===== config.mk =====
export PLATFORM = sky130hd
export DESIGN_NAME = spi_slv_chain
export DESIGN_NICKNAME = d
export VERILOG_FILES = /design/src/rtl/spi_slv_pkg.sv /design/src/rtl/spi_slv_sync.sv /design/src/rtl/spi_slv_edge.sv /design/src/rtl/spi_slv_shift.sv /design/src/rtl/spi_slv_chain.sv
export SDC_FILE = /design/constraint.sdc
export NUM_CORES = 1
export LEC_CHECK = 0
export ABC_AREA = 1
export BUFFER_PORTS_ARGS = -buffer_cell sky130_fd_sc_hd__buf_2
export CAP_MARGIN = 20
export CORE_ASPECT_RATIO = 1.5
export CORE_MARGIN = 2
export CORE_UTILIZATION = 57
export CTS_BUF_LIST = sky130_fd_sc_hd__clkbuf_2 sky130_fd_sc_hd__clkbuf_4 sky130_fd_sc_hd__clkbuf_8
export DETAILED_ROUTE_END_ITERATION = 12
export HOLD_SLACK_MARGIN = 0.08
export PLACE_DENSITY_LB_ADDON = 0.2
export SETUP_SLACK_MARGIN = 0.3
export SYNTH_ARGS = -nofsm -noshare
export SYNTH_HDL_FRONTEND = slang
export SYNTH_SLANG_ARGS = --single-unit

===== constraint.sdc =====
create_clock -name clk_i -period 1.58 [get_ports clk_i]
set_input_delay 0.237 -clock clk_i [delete_from_list [all_inputs] [get_ports clk_i]]
set_output_delay 0.237 -clock clk_i [all_outputs]
set_load 0.005 [all_outputs]

===== src/rtl/spi_slv_pkg.sv =====
package spi_slv_pkg;
  localparam int unsigned MAX_W = 16;
  localparam int unsigned CNT_W = $clog2(MAX_W + 1);

  typedef enum logic [1:0] {
    WS_8   = 2'd0,
    WS_12  = 2'd1,
    WS_16  = 2'd2,
    WS_16B = 2'd3
  } wsel_e;

  function automatic logic [CNT_W-1:0] word_len(input logic [1:0] sel);
    case (wsel_e'(sel))
      WS_8:    word_len = CNT_W'(8);
      WS_12:   word_len = CNT_W'(12);
      default: word_len = CNT_W'(16);
    endcase
  endfunction

  function automatic logic [MAX_W-1:0] word_mask(input logic [CNT_W-1:0] len);
    word_mask = '0;
    for (int k = 0; k < MAX_W; k++)
      if (CNT_W'(k) < len) word_mask[k] = 1'b1;
  endfunction
endpackage


===== src/rtl/spi_slv_sync.sv =====
module spi_slv_sync #(
  parameter int unsigned WIDTH  = 3,
  parameter int unsigned STAGES = 2,
  parameter logic [WIDTH-1:0] RST_VAL = '0
) (
  input  logic             clk_i,
  input  logic             rst_ni,
  input  logic [WIDTH-1:0] d_i,
  output logic [WIDTH-1:0] q_o
);
  logic [WIDTH-1:0] stg_q [STAGES];

  always_ff @(posedge clk_i or negedge rst_ni) begin
    if (!rst_ni) begin
      for (int k = 0; k < STAGES; k++) stg_q[k] <= RST_VAL;
    end else begin
      stg_q[0] <= d_i;
      for (int k = 1; k < STAGES; k++) stg_q[k] <= stg_q[k-1];
    end
  end

  assign q_o = stg_q[STAGES-1];
endmodule


===== src/rtl/spi_slv_edge.sv =====
module spi_slv_edge (
  input  logic clk_i,
  input  logic rst_ni,
  input  logic sclk_s_i,
  input  logic ss_ns_i,
  input  logic cpol_i,
  input  logic cpha_i,
  output logic sel_o,
  output logic start_o,
  output logic sample_o,
  output logic shift_o
);
  logic sclk_q, ss_q, lead, trail;

  always_ff @(posedge clk_i or negedge rst_ni) begin
    if (!rst_ni) begin
      sclk_q <= 1'b0;
      ss_q   <= 1'b1;
    end else begin
      sclk_q <= sclk_s_i;
      ss_q   <= ss_ns_i;
    end
  end

  assign sel_o   = !ss_ns_i;
  assign start_o = ss_q && !ss_ns_i;
  // edges count only while selected
  assign lead  = sel_o && (sclk_q == cpol_i) && (sclk_s_i != cpol_i);
  assign trail = sel_o && (sclk_q != cpol_i) && (sclk_s_i == cpol_i);
  assign sample_o = cpha_i ? trail : lead;
  assign shift_o  = cpha_i ? lead  : trail;

  assert_sample_on_change_R2: assert property (@(posedge clk_i) disable iff (!rst_ni)
    sample_o |-> (sclk_s_i != $past(sclk_s_i)));
  assert_sample_level_R2: assert property (@(posedge clk_i) disable iff (!rst_ni)
    sample_o |-> (sclk_s_i == (cpol_i ^ !cpha_i)));
endmodule


===== src/rtl/spi_slv_shift.sv =====
module spi_slv_shift
  import spi_slv_pkg::*;
(
  input  logic             clk_i,
  input  logic             rst_ni,
  input  logic             sel_i,
  input  logic             start_i,
  input  logic             sample_i,
  input  logic             shift_i,
  input  logic             mosi_i,
  input  logic             chain_i,
  input  logic [CNT_W-1:0] wlen_i,
  input  logic [MAX_W-1:0] tx_word_i,
  output logic [MAX_W-1:0] rx_word_o,
  output logic             rx_valid_o,
  output logic             miso_o
);
  localparam int unsigned IDX_W = $clog2(MAX_W);

  logic [MAX_W-1:0] sr_q, sr_nxt, mask;
  logic [CNT_W-1:0] cnt_q;
  logic [IDX_W-1:0] msb_idx;
  logic             done_q, miso_q, last_bit;

  assign sr_nxt   = {sr_q[MAX_W-2:0], mosi_i};
  assign mask     = word_mask(wlen_i);
  assign msb_idx  = IDX_W'(wlen_i - CNT_W'(1));
  assign last_bit = (cnt_q == wlen_i - CNT_W'(1));

  always_ff @(posedge clk_i or negedge rst_ni) begin
    if (!rst_ni) begin
      sr_q       <= '0;
      cnt_q      <= '0;
      done_q     <= 1'b0;
      miso_q     <= 1'b0;
      rx_word_o  <= '0;
      rx_valid_o <= 1'b0;
    end else begin
      rx_valid_o <= 1'b0;
      if (!sel_i) begin
        cnt_q  <= '0;
        done_q <= 1'b0;
      end else if (start_i) begin
        sr_q   <= tx_word_i;
        miso_q <= tx_word_i[msb_idx];
        cnt_q  <= '0;
        done_q <= 1'b0;
      end else if (!done_q) begin
        if (sample_i) begin
          sr_q <= sr_nxt;
          if (last_bit) begin
            cnt_q      <= '0;
            rx_word_o  <= sr_nxt & mask;
            rx_valid_o <= 1'b1;
            done_q     <= !chain_i;
          end else begin
            cnt_q <= cnt_q + CNT_W'(1);
          end
        end else if (shift_i) begin
          miso_q <= sr_q[msb_idx];
        end
      end
    end
  end

  assign miso_o = miso_q;

  assert_valid_pulse_R5: assert property (@(posedge clk_i) disable iff (!rst_ni)
    rx_valid_o |=> !rx_valid_o);
  assert_abort_clears_R9: assert property (@(posedge clk_i) disable iff (!rst_ni)
    !sel_i |=> (cnt_q == '0 && !rx_valid_o));
  assert_idle_hold_R4: assert property (@(posedge clk_i) disable iff (!rst_ni)
    !sel_i |=> $stable(sr_q));
  assert_stop_after_word_R7: assert property (@(posedge clk_i) disable iff (!rst_ni)
    (done_q && sel_i && !start_i) |=> (!rx_valid_o && $stable(miso_q)));
endmodule


===== src/rtl/spi_slv_chain.sv =====
module spi_slv_chain
  import spi_slv_pkg::*;
#(
  parameter int unsigned SYNC_STAGES = 2
) (
  input  logic             clk_i,
  input  logic             rst_ni,
  input  logic             cpol_i,
  input  logic             cpha_i,
  input  logic [1:0]       wsize_i,
  input  logic             chain_i,
  input  logic [MAX_W-1:0] tx_word_i,
  input  logic             sclk_i,
  input  logic             mosi_i,
  input  logic             ss_ni,
  output logic             miso_o,
  output logic             miso_oe_o,
  output logic [MAX_W-1:0] rx_word_o,
  output logic             rx_valid_o
);
  logic [2:0] raw, synced;
  logic       sel, start, sample, shift, miso_int;

  assign raw = {ss_ni, sclk_i, mosi_i};

  spi_slv_sync #(.WIDTH(3), .STAGES(SYNC_STAGES), .RST_VAL(3'b100)) u_sync (
    .clk_i, .rst_ni, .d_i(raw), .q_o(synced)
  );

  spi_slv_edge u_edge (
    .clk_i, .rst_ni,
    .sclk_s_i(synced[1]), .ss_ns_i(synced[2]),
    .cpol_i, .cpha_i,
    .sel_o(sel), .start_o(start), .sample_o(sample), .shift_o(shift)
  );

  spi_slv_shift u_shift (
    .clk_i, .rst_ni,
    .sel_i(sel), .start_i(start), .sample_i(sample), .shift_i(shift),
    .mosi_i(synced[0]), .chain_i,
    .wlen_i(word_len(wsize_i)), .tx_word_i,
    .rx_word_o, .rx_valid_o, .miso_o(miso_int)
  );

  assign miso_oe_o = sel;
  assign miso_o    = sel ? miso_int : 1'b0;
endmodule


==> run_summary.xml <==
<?xml version="1.0" encoding="UTF-8"?>
<metrics>
  <group name="logic_synthesis">
    <metric name="synth_nets" unit="">344</metric>
    <metric name="syn-instance-count" unit="">317</metric>
    <metric name="postSynth.topFlopCell" unit="">dfrtp_1</metric>
    <metric name="yosysMostFrequentCell" unit="">nand2_1</metric>
    <metric name="yosys_register_bits" unit="">48</metric>
    <metric name="synth_top_area_share" unit="%">45.3</metric>
    <metric name="synth_area_leader_cell" unit="">dfrtp_1</metric>
    <metric name="synth-warning-count" unit="">0</metric>
    <metric name="synth_top_cells_by_count" unit="">112 x nand2_1, 49 x nand3_1, 45 x dfrtp_1</metric>
    <metric name="synth_cell_type_count" unit="">26</metric>
    <metric name="syn-cell-area" unit="µm²">2480</metric>
    <metric name="ys_async_sr_fraction" unit="%">100</metric>
    <metric name="synthTopCellsByArea" unit="">dfrtp_1 45%, nand2_1 17%, nand3_1 9.9%</metric>
    <metric name="synth_enable_flop_cells" unit="">0</metric>
    <metric name="post_synth.cell_area_avg" unit="µm²">7.83</metric>
    <metric name="synth_sequential_area_ratio" unit="%">48.5</metric>
  </group>
  <group name="timing">
    <metric name="min_period_over_period" unit="%">94.4</metric>
    <metric name="report.final.hold_viol_count" unit="">0</metric>
    <metric name="timing.fmax" unit="MHz">671</metric>
    <metric name="setup_ws" unit="ns">0.0889</metric>
    <metric name="max_slew.worst_pin.slew" unit="ns">0.504</metric>
    <metric name="clock-skew-final" unit="ns">0.00536</metric>
    <metric name="slew_headroom" unit="%">66.3</metric>
    <metric name="layout_min_cycle_time" unit="ns">1.49</metric>
    <metric name="setup_viol" unit="">0</metric>
    <metric name="slew_violations" unit="">0</metric>
    <metric name="rsz0062_at_grt" unit="">yes</metric>
    <metric name="fin_tns_setup" unit="ns">0</metric>
  </group>
  <group name="clock_network">
    <metric name="clock_path_buffers" unit="">2</metric>
    <metric name="number_of_h_tree_levels" unit="">2</metric>
    <metric name="cts-buffers-inserted" unit="">5</metric>
    <metric name="cts.sink_count" unit="">48</metric>
    <metric name="cts.clk_slew.worst_paths" unit="ns">0.09</metric>
    <metric name="tritoncts_clock_tree" unit="">yes</metric>
    <metric name="clock_latency" unit="ns">0.31</metric>
    <metric name="clock_tree.root_cell" unit="">clkbuf_8</metric>
  </group>
  <group name="setup_path">
    <metric name="worst_setup_path_start_kind" unit="">flip-flop</metric>
    <metric name="timing_worst_setup_path_type" unit="">reg -&gt; reg</metric>
    <metric name="timing.critical_path.fanout_max" unit="">17</metric>
    <metric name="launch_point_of_the_critical_path" unit="">u_sync.q_o[2]$_DFF_PN1_</metric>
    <metric name="worstPathRequired" unit="ns">1.84</metric>
    <metric name="arrival" unit="ns">1.75</metric>
    <metric name="timing.rr.start" unit="">u_sync.q_o[2]$_DFF_PN1_</metric>
    <metric name="cp-end-kind" unit="">flip-flop</metric>
  </group>
  <group name="finish">
    <metric name="area.growth.synth_to_final" unit="%">31.9</metric>
    <metric name="num-fill-cells" unit="">294</metric>
    <metric name="diode_insertion_count_for_antenna_repair" unit="">0</metric>
    <metric name="layout.area.seq" unit="µm²">1200</metric>
    <metric name="fin_nets" unit="">414</metric>
    <metric name="multiInputGateArea" unit="µm²">1240</metric>
    <metric name="finalInstanceArea" unit="µm²">3280</metric>
    <metric name="drive_above_1_share" unit="%">34.5</metric>
    <metric name="finalNonFillerCells" unit="">434</metric>
  </group>
  <group name="die">
    <metric name="start_util" unit="%">59.0</metric>
    <metric name="num_rows" unit="">29</metric>
    <metric name="fp.dieW" unit="µm">57.9</metric>
    <metric name="top_level_ports" unit="">45</metric>
    <metric name="die-area" unit="µm²">4910</metric>
    <metric name="coreArea" unit="µm²">4210</metric>
    <metric name="height_of_the_die" unit="µm">84.8</metric>
  </group>
  <group name="place">
    <metric name="numPlacedInstances" unit="">406</metric>
    <metric name="finalWeightedCongestion" unit="">0.879</metric>
    <metric name="port_buffers" unit="">44</metric>
    <metric name="setup_ws_pre_cts" unit="ns">-0.00157</metric>
    <metric name="place_hpwl" unit="µm">4230</metric>
    <metric name="postPlaceCellArea" unit="µm²">2860</metric>
  </group>
  <group name="routing">
    <metric name="viasPerCell" unit="">5.64</metric>
    <metric name="detailedRoute.firstPassIterationCount" unit="">4</metric>
    <metric name="ant_nets" unit="">0</metric>
    <metric name="num_vias" unit="">2448</metric>
    <metric name="wl_per_cell" unit="µm">15.1</metric>
    <metric name="routed_wl" unit="µm">6560</metric>
    <metric name="first_iter_violations" unit="">168</metric>
    <metric name="remaining_drc_errors" unit="">0</metric>
  </group>
  <group name="global_routing">
    <metric name="first_pass_grt_wire_length" unit="µm">10900</metric>
    <metric name="grt_overflow_total" unit="">0</metric>
    <metric name="grt_pass1_vias" unit="">2360</metric>
    <metric name="grt_start_max_net_pins" unit="">35</metric>
    <metric name="global_route.usage.total" unit="%">28.8</metric>
    <metric name="grt_antenna_before_repair" unit="">0</metric>
  </group>
  <group name="power_and_ir_drop">
    <metric name="peakVddDrop" unit="mV">0.905</metric>
    <metric name="power_density" unit="nW/µm²">843</metric>
    <metric name="cellLeakagePower" unit="nW">1.82</metric>
  </group>
  <group name="run">
    <metric name="drv_cap" unit="">0</metric>
  </group>
  <group name="worst_hold_path">
    <metric name="worstHoldStart" unit="">chain_i</metric>
    <metric name="hold_path_class" unit="">in -&gt; reg</metric>
  </group>
  <group name="status">
    <metric name="outcome" unit="">finished clean</metric>
  </group>
</metrics>
[logic make-up after synthesis]
kind of cell	count (synthesis)	synth area share, %
and+or+nand+nor	213	39.5
DFF	48	48.5
buffers and inverters	41	7.76
AOI/OAI and AO/OA	11	2.67
xor gates and xnor gates	3	1.06
adders and majority gates	1	0.504
[path summary, 6_finish.rpt]
| kind | end | slack (ns) | cells after the start |
|---|---|---|---|
| worst max-delay path | u_shift.rx_word_o[9]$_DFFE_PN0P_ | 0.09 | 5 |
| worst min-delay path | u_shift.done_q$_DFF_PN0_ | 0.18 | 4 |
| worst max register to register | u_shift.rx_word_o[9]$_DFFE_PN0P_ | 0.09 | 5 |
| worst min register to register | u_sync.q_o[0]$_DFF_PN0_ | 0.35 | 0 |
| max in group asynchronous | u_shift.sr_q[5]$_DFFE_PN0P_ | 0.71 | 3 |
| min in group asynchronous | u_sync.stg_q[4]$_DFF_PN0_ | 0.37 | 2 |
[state kept, by name, indices dropped and copies added (netlist names), 3 cells and up]
register	flops
u_shift.cnt_q	5
u_shift.rx_word_o	16
u_shift.sr_q	16
u_sync.q_o	3
u_sync.stg_q	3
[metal layers]
| metal | GRT usage, % | share of wire (%) | up-vias | wire length [µm] |
|---|---|---|---|---|
| li1 | - | - | 1172 | - |
| met1 | 36.1 | 40 | 1176 | 2590 |
| met2 | 48.1 | 53 | 81 | 3500 |
| met3 | 4.57 | 4.1 | 19 | 271 |
| met4 | 13.3 | 2.9 | 0 | 191 |
| met5 | 0 | 0 | - | 0 |
[through the flow]
| step | hold slack, ns | utilization (%) | total power [mW] |
|---|---|---|---|
| 2_1_floorplan | -0.0586 | - | 1.61 |
| 3_3_place_gp | 0.172 | 68.0 | 1.74 |
| 3_5_place_dp | 0.176 | 68.0 | 1.75 |
| 4_1_cts | 0.184 | 75.5 | 2.74 |
| 5_1_grt | 0.196 | 77.9 | 2.87 |
| 6_report | 0.182 | 77.9 | 2.76 |
[repair_timing]
action,CTS,global route
setup endpoints to repair,42,42
cloned,2,1
endpoints found under the hold margin,14,0
hold buffers,4,0
buffers inserted,7,6
gates resized for setup,18,16
pin swaps,4,15
[layout make-up]
cell class / count / share of cell area [%]
multi-input combinational: 230 / 37.8
sequential: 48 / 36.8
timing repair buffer: 77 / 16.8
inverter: 25 / 3.17
clock buffer: 6 / 2.52
tap: 46 / 1.76
clock inverter: 2 / 1.18
[critical path: stages (launching register included)]
cell	delay (ns)
dfstp_2	0.64
nor2_4	0.09
nor2_4	0.24
buf_6	0.22
nand4_1	0.15
nand2_1	0.09
[cell usage in the layout, fill, tap and decap left out, types with 2 or more instances in the layout]
cell,n
dfrtp_1,45
nand4_1,21
buf_6,7
buf_4,18
nand2_2,19
buf_12,3
dfstp_2,3
inv_1,18
o21bai_1,2
buf_2,44
nand2_1,103
dlygate4sd3_1,4
inv_6,2
clkbuf_8,6
nor2_1,12
o21ai_0,5
nand2_4,3
nand3_1,38
inv_2,5
nand3_2,12
nand3_4,3
xor2_1,3
nor2_4,3
[where the power goes]
group | internal [mW] | switching (mW)
logic | 0.191 | 0.263
clock network | 0.518 | 0.432
registers | 1.30 | 0.0599
total | 2.01 | 0.755
(Power assumes the default switching activity.)
